--- config.mk ---
export PLATFORM = sky130hd
export DESIGN_NAME = spk_bin_acc
export DESIGN_NICKNAME = d
export VERILOG_FILES = /design/src/rtl/spk_bin_pkg.sv /design/src/rtl/spk_bin_sweep.sv /design/src/rtl/spk_bin_addr.sv /design/src/rtl/spk_bin_acc.sv
export SDC_FILE = /design/constraint.sdc
export NUM_CORES = 2
export LEC_CHECK = 0
export ABC_AREA = 0
export BUFFER_PORTS_ARGS = -buffer_cell sky130_fd_sc_hd__buf_2
export CORE_ASPECT_RATIO = 1.4
export CORE_UTILIZATION = 64
export DETAILED_ROUTE_END_ITERATION = 6
export HOLD_SLACK_MARGIN = 0.15
export PLACE_DENSITY = 0.8
export SKIP_CTS_REPAIR_TIMING = 1
export SYNTH_ARGS = -nofsm -noshare
export SYNTH_HDL_FRONTEND = slang
export SYNTH_SLANG_ARGS = --single-unit
--- constraint.sdc ---
create_clock -name clk -period 8.8 [get_ports clk]
set_clock_uncertainty 0.15 [all_clocks]
set_input_delay 1.32 -clock clk [delete_from_list [all_inputs] [get_ports clk]]
set_output_delay 1.32 -clock clk [all_outputs]
set_load 0.01 [all_outputs]
--- src/rtl/spk_bin_pkg.sv ---
// Shared constants and saturating arithmetic for the spike slot accumulator.
// Assumes stimulus and weight share one signed fixed-point width.
package spk_bin_pkg;
    parameter int STIM_W = 16;

    // Signed add clamped to the representable range.
    function automatic logic signed [STIM_W-1:0] sat_add(
        input logic signed [STIM_W-1:0] a,
        input logic signed [STIM_W-1:0] b
    );
        logic signed [STIM_W:0] s;
        s = {a[STIM_W-1], a} + {b[STIM_W-1], b};
        if (s[STIM_W] != s[STIM_W-1])
            sat_add = s[STIM_W] ? {1'b1, {(STIM_W-1){1'b0}}} : {1'b0, {(STIM_W-1){1'b1}}};
        else
            sat_add = s[STIM_W-1:0];
    endfunction
endpackage

--- src/rtl/spk_bin_sweep.sv ---
// Sweep sequencer: on an accepted tick visits every neuron once, one per clock,
// then advances the shared time pointer. Assumes NUM_NEURONS >= 2.
module spk_bin_sweep #(
    parameter int NUM_NEURONS = 4,
    parameter int NUM_BINS    = 16,
    localparam int NID_W      = $clog2(NUM_NEURONS),
    localparam int BIN_W      = $clog2(NUM_BINS)
) (
    input  logic             clk,
    input  logic             rst_n,
    input  logic             tick,
    output logic             busy,
    output logic [NID_W-1:0] rd_idx,
    output logic [BIN_W-1:0] now_ptr
);
    localparam logic [NID_W-1:0] LAST_IDX = NID_W'(NUM_NEURONS - 1);

    // Sweep state: busy flag, neuron cursor and time pointer.
    always_ff @(posedge clk) begin
        if (!rst_n) begin
            busy    <= 1'b0;
            rd_idx  <= '0;
            now_ptr <= '0;
        end else if (busy) begin
            if (rd_idx == LAST_IDX) begin
                busy    <= 1'b0;
                rd_idx  <= '0;
                now_ptr <= now_ptr + 1'b1;
            end else begin
                rd_idx <= rd_idx + 1'b1;
            end
        end else if (tick) begin
            busy   <= 1'b1;
            rd_idx <= '0;
        end
    end
endmodule

--- src/rtl/spk_bin_addr.sv ---
// Slot address logic: computes the slot a spike lands in and the slot being read,
// and flags the same-cycle collision. Assumes NUM_BINS is a power of two.
module spk_bin_addr #(
    parameter int NUM_NEURONS = 4,
    parameter int NUM_BINS    = 16,
    localparam int NID_W      = $clog2(NUM_NEURONS),
    localparam int BIN_W      = $clog2(NUM_BINS)
) (
    input  logic             spike_valid,
    input  logic [NID_W-1:0] spike_nid,
    input  logic [BIN_W-1:0] spike_delay,
    input  logic             busy,
    input  logic [NID_W-1:0] rd_idx,
    input  logic [BIN_W-1:0] now_ptr,
    output logic             spk_ok,
    output logic             spk_bad,
    output logic [BIN_W-1:0] wr_bin,
    output logic [BIN_W-1:0] rd_bin,
    output logic             hit
);
    logic             served;
    logic [BIN_W-1:0] step;

    // Target slot: served neurons already live one step ahead.
    always_comb begin
        spk_ok  = spike_valid && (spike_delay != '0);
        spk_bad = spike_valid && (spike_delay == '0);
        served  = busy && (spike_nid < rd_idx);
        step    = {{(BIN_W-1){1'b0}}, served};
        wr_bin  = now_ptr + spike_delay + step;
        rd_bin  = now_ptr + 1'b1;
        hit     = busy && spk_ok && (spike_nid == rd_idx) && (wr_bin == rd_bin);
    end
endmodule

--- src/rtl/spk_bin_acc.sv ---
// Top: per-neuron ring of signed stimulus slots. Spikes add into a future slot;
// each sweep hands out and clears the next-step slot of each neuron in turn.
// Assumes one spike per cycle at most and a downstream stage that always accepts.
module spk_bin_acc #(
    parameter int NUM_NEURONS = 4,
    parameter int NUM_BINS    = 16,
    localparam int NID_W      = $clog2(NUM_NEURONS),
    localparam int BIN_W      = $clog2(NUM_BINS),
    localparam int SW         = spk_bin_pkg::STIM_W
) (
    input  logic                 clk,
    input  logic                 rst_n,
    input  logic                 spike_valid,
    input  logic [NID_W-1:0]     spike_nid,
    input  logic [BIN_W-1:0]     spike_delay,
    input  logic [SW-1:0]        spike_weight,
    input  logic                 tick,
    output logic                 busy,
    output logic                 stim_valid,
    output logic [NID_W-1:0]     stim_nid,
    output logic [SW-1:0]        stim_out,
    output logic                 delay_err
);
    import spk_bin_pkg::*;

    logic signed [SW-1:0] slots [NUM_NEURONS][NUM_BINS];
    logic [NID_W-1:0]     rd_idx;
    logic [BIN_W-1:0]     now_ptr;
    logic [BIN_W-1:0]     wr_bin;
    logic [BIN_W-1:0]     rd_bin;
    logic                 spk_ok;
    logic                 spk_bad;
    logic                 hit;
    logic signed [SW-1:0] rd_val;
    logic signed [SW-1:0] rd_sum;
    logic signed [SW-1:0] wr_val;

    spk_bin_sweep #(.NUM_NEURONS(NUM_NEURONS), .NUM_BINS(NUM_BINS)) u_sweep (
        .clk     (clk),
        .rst_n   (rst_n),
        .tick    (tick),
        .busy    (busy),
        .rd_idx  (rd_idx),
        .now_ptr (now_ptr)
    );

    spk_bin_addr #(.NUM_NEURONS(NUM_NEURONS), .NUM_BINS(NUM_BINS)) u_addr (
        .spike_valid (spike_valid),
        .spike_nid   (spike_nid),
        .spike_delay (spike_delay),
        .busy        (busy),
        .rd_idx      (rd_idx),
        .now_ptr     (now_ptr),
        .spk_ok      (spk_ok),
        .spk_bad     (spk_bad),
        .wr_bin      (wr_bin),
        .rd_bin      (rd_bin),
        .hit         (hit)
    );

    // Read value, folded spike and the updated write value.
    always_comb begin
        rd_val = slots[rd_idx][rd_bin];
        rd_sum = hit ? sat_add(rd_val, $signed(spike_weight)) : rd_val;
        wr_val = sat_add(slots[spike_nid][wr_bin], $signed(spike_weight));
    end

    // Slot storage: spike accumulation and read-clear.
    always_ff @(posedge clk) begin
        if (!rst_n) begin
            for (int n = 0; n < NUM_NEURONS; n++)
                for (int b = 0; b < NUM_BINS; b++)
                    slots[n][b] <= '0;
        end else begin
            if (spk_ok && !hit)
                slots[spike_nid][wr_bin] <= wr_val;
            if (busy)
                slots[rd_idx][rd_bin] <= '0;
        end
    end

    // Registered outputs toward the update stage.
    always_ff @(posedge clk) begin
        if (!rst_n) begin
            stim_valid <= 1'b0;
            stim_nid   <= '0;
            stim_out   <= '0;
            delay_err  <= 1'b0;
        end else begin
            stim_valid <= busy;
            stim_nid   <= rd_idx;
            stim_out   <= busy ? rd_sum : '0;
            delay_err  <= spk_bad;
        end
    end
endmodule

==> out/results.ini <==
[status]
status=finished with violations
violations=DRC, capacitance limit, slew limit

[yosys]
synth_edf_count=0
avgSynthCellArea_um2=10.2
ys_seq_elements=1053
syn_nets=5360
async_reset_ff_share_pct=0
synth_flop_cell=dfxtp_1
synth_cell_type_count=79
yosysWarnings=0
netlist_area_um2=53700
yosysSeqAreaShare_pct=39.2
postSynthCellCount=5285

[routing]
antenna_left=0
wl_um=213000
firstDrtPassIters=7
drt-initial-drc-count=8537
route.vias.total=49500
viasPerCell=7.77
drc=65
post_drt_wl_per_cell_um=33.5

[setup_path]
path_max_fanout=24
r2r_cells=16
start_kind=flip-flop
worstSetupPathType=flip-flop to flip-flop
required_ns=9.20
cp.arrival_ns=8.04
crit_cells=16
crit_slowest_cell=a221oi_1
critPathBufInv=3
path_cells=inv_1 -> ha_1 -> and2_2 -> buf_4 -> a221oi_1 -> o22ai_1 -> a221o_1 -> ha_1 -> fa_1 -> a21oi_1 -> o211ai_1 -> a21oi_1 -> o21ai_0 -> buf_4 -> o31ai_1 -> a211oi_1
critPathCaptureType=flip-flop
slowest_delay_ns=1.34
critical-path-top-delay-family=compound AO/OA/AOI/OAI gates

[grt]
overflow=0
antenna_found_initial=27
gr-usage-all-layers_pct=50.3
grt_pass1_wl_um=311000
grt_max_degree=94
grt_pass1_vias=47500

[cells_and_area]
final_util_pct=71.4
area_growth_syn_to_layout_pct=10.4
final_cells=6365
drive_above_1_share_pct=21.0
final_nets=5263

[placement]
portBuffers=46
dpl.cell_count=6161
dp_hpwl_um=141000
gp_congestion=1.09

[sta]
hold_ws_ns=0.308
hold_viol=0
rsz0062_at_grt=false
tns_ns=0
max_freq_ghz=0.131
slew_violations=8
setup_viol=0
period_needed_ns=7.65
relSlewSlack_pct=-9.92
fin_crit_sh_pct=86.9
tightest_slew_ns=1.65

[floorplan]
coreArea_um2=83000
rows=125
die-area_um2=85100
die_w_um=247
ios=47
start_util_pct=64.7
die-height_um=345

[flow_run]
max-cap-violations=1

[clocking]
htreeDepth=3
numCtsBuffers=99
cts_tree=yes
cts.clk_slew.worst_paths_ns=0.07
clockBufferDepth=3
cts_root_buf=clkbuf_16
insertion_delay_ns=0.73
cts_sinks=1053

[pwr]
p_leak_nw=19.8
power.density_nw_per_um2=192
ir_worst_vdd_mv=0.189
total_power_w=0.0114

[worst_hold_path]
hold_class=flip-flop to flip-flop
whs_path_depth=2

-- layer usage --
| layer | up-vias | wire, um | global-route usage, % | part of all wire (%) |
|---|---|---|---|---|
| li1 | 19900 | - | - | - |
| met3 | 1405 | 29900 | 19.3 | 14 |
| met1 | 23700 | 66300 | 56.5 | 31 |
| met4 | 28 | 23800 | 44.4 | 11 |
| met5 | - | 187 | 0.339 | 0.088 |
| met2 | 4430 | 93000 | 74.5 | 44 |
-- area by class of cell --
cell class / count / area [um^2]
Clock inverter: 49 / 783
Inverter: 14 / 56.3
Timing Repair Buffer: 257 / 2250
Clock buffer: 138 / 2820
Multi-Input combinational cell: 3763 / 31000
Sequential cell: 1053 / 21100
Tap cell: 1079 / 1350
Antenna cell: 12 / 30.0
Fill cell: 5960 / 23700
-- through the flow --
| step | instance area, um^2 | setup WS, ns |
|---|---|---|
| after global routing | 59300 | 1.14 |
| after floorplan | 53700 | 1.52 |
| final | 59300 | 1.15 |
| after detailed placement | 55600 | 0.942 |
| after CTS | 59200 | 1.63 |
| after global placement | 55600 | 1.09 |
-- logic make-up (layout without fill, tap and decap cells) --
family | count (synthesis) | in the layout | synth area share, %
other | 0 | 12 | 0
flip-flops | 1053 | 1053 | 39.2
adder cells (fa/ha/maj) | 54 | 54 | 1.29
AO/OA/AOI/OAI | 1547 | 1547 | 18.2
multiplexers | 580 | 580 | 24.2
AND/OR/NAND/NOR | 1539 | 1539 | 12.5
XOR/XNOR | 43 | 43 | 0.845
buffers and inverters | 469 | 458 | 3.79
-- Yosys cell counts (all sizes together), types with 7 or more instances --
cell type     n  share of area, %
a211oi       50              0.86
a21o          8              0.11
a21oi       115               1.1
a221o        42              0.78
a221oi       29              0.47
a22o        109               1.8
a22oi         8              0.12
a31oi        85              0.99
and2          7             0.082
and3         18              0.21
buf         213               2.0
clkbuf      242               1.7
dfxtp      1053                39
ha           45               1.0
inv          14             0.098
mux4        575                24
nand2       973               6.8
nand2b       12              0.14
nand3       215               2.0
nand3b       43              0.61
nand4        10              0.12
nor2        178               1.3
nor3         46              0.60
nor3b        12              0.37
nor4          7             0.081
o2111ai       9              0.15
o211a         8              0.16
o211ai      114               1.7
o21ai       821               7.6
o22ai        17              0.20
o2bb2ai     105               1.7
or3          10              0.12
xnor2        24              0.41
xor2         15              0.27
-- tightest hold or removal path, cell delays in order (launching register included) --
cell     delay [ns]
dfxtp_1        0.32
nand2_1        0.05
o21ai_1        0.05
-- state kept, by name (all words and copies together) (netlist names), named ones only --
name             flops
delay_err            1
stim_nid             2
u_sweep.rd_idx       2
u_sweep.busy         1
stim_out            16
stim_valid           1
u_sweep.now_ptr      4
slots             1024
-- cells in the final DEF, fill, tap and decap left out, drive strengths merged, types with 45 or more instances in the layout --
master	n
a211oi	50
a21oi	115
a22o	109
a31oi	85
buf	255
clkbuf	140
dfxtp	1053
ha	45
mux4	575
nand2	973
nand3	215
nor2	178
nor3	46
o211ai	114
o21ai	821
o2bb2ai	105
-- report_power, final --
| part | leakage, nW | switching (W) | internal (W) | total (W) |
|---|---|---|---|---|
| Sequential | 8.48 | 0.0000443 | 0.00480 | 0.00485 |
| Combinational | 9.61 | 0.00131 | 0.000466 | 0.00178 |
| Clock | 1.74 | 0.00201 | 0.00276 | 0.00477 |
-- worst paths after layout --
path | startpoint | to | slack (ns)
worst min-delay path | slots[1][110]$_SDFFE_PP0P_ | slots[1][110]$_SDFFE_PP0P_ | 0.31
worst max-delay path | u_sweep.now_ptr[1]$_SDFFE_PN0P_ | stim_out[9]$_SDFF_PN0_ | 1.15
worst min register to register | slots[1][110]$_SDFFE_PP0P_ | slots[1][110]$_SDFFE_PP0P_ | 0.31
worst max register to register | u_sweep.now_ptr[1]$_SDFFE_PN0P_ | stim_out[9]$_SDFF_PN0_ | 1.15
Power figures use the tool's default switching activity.
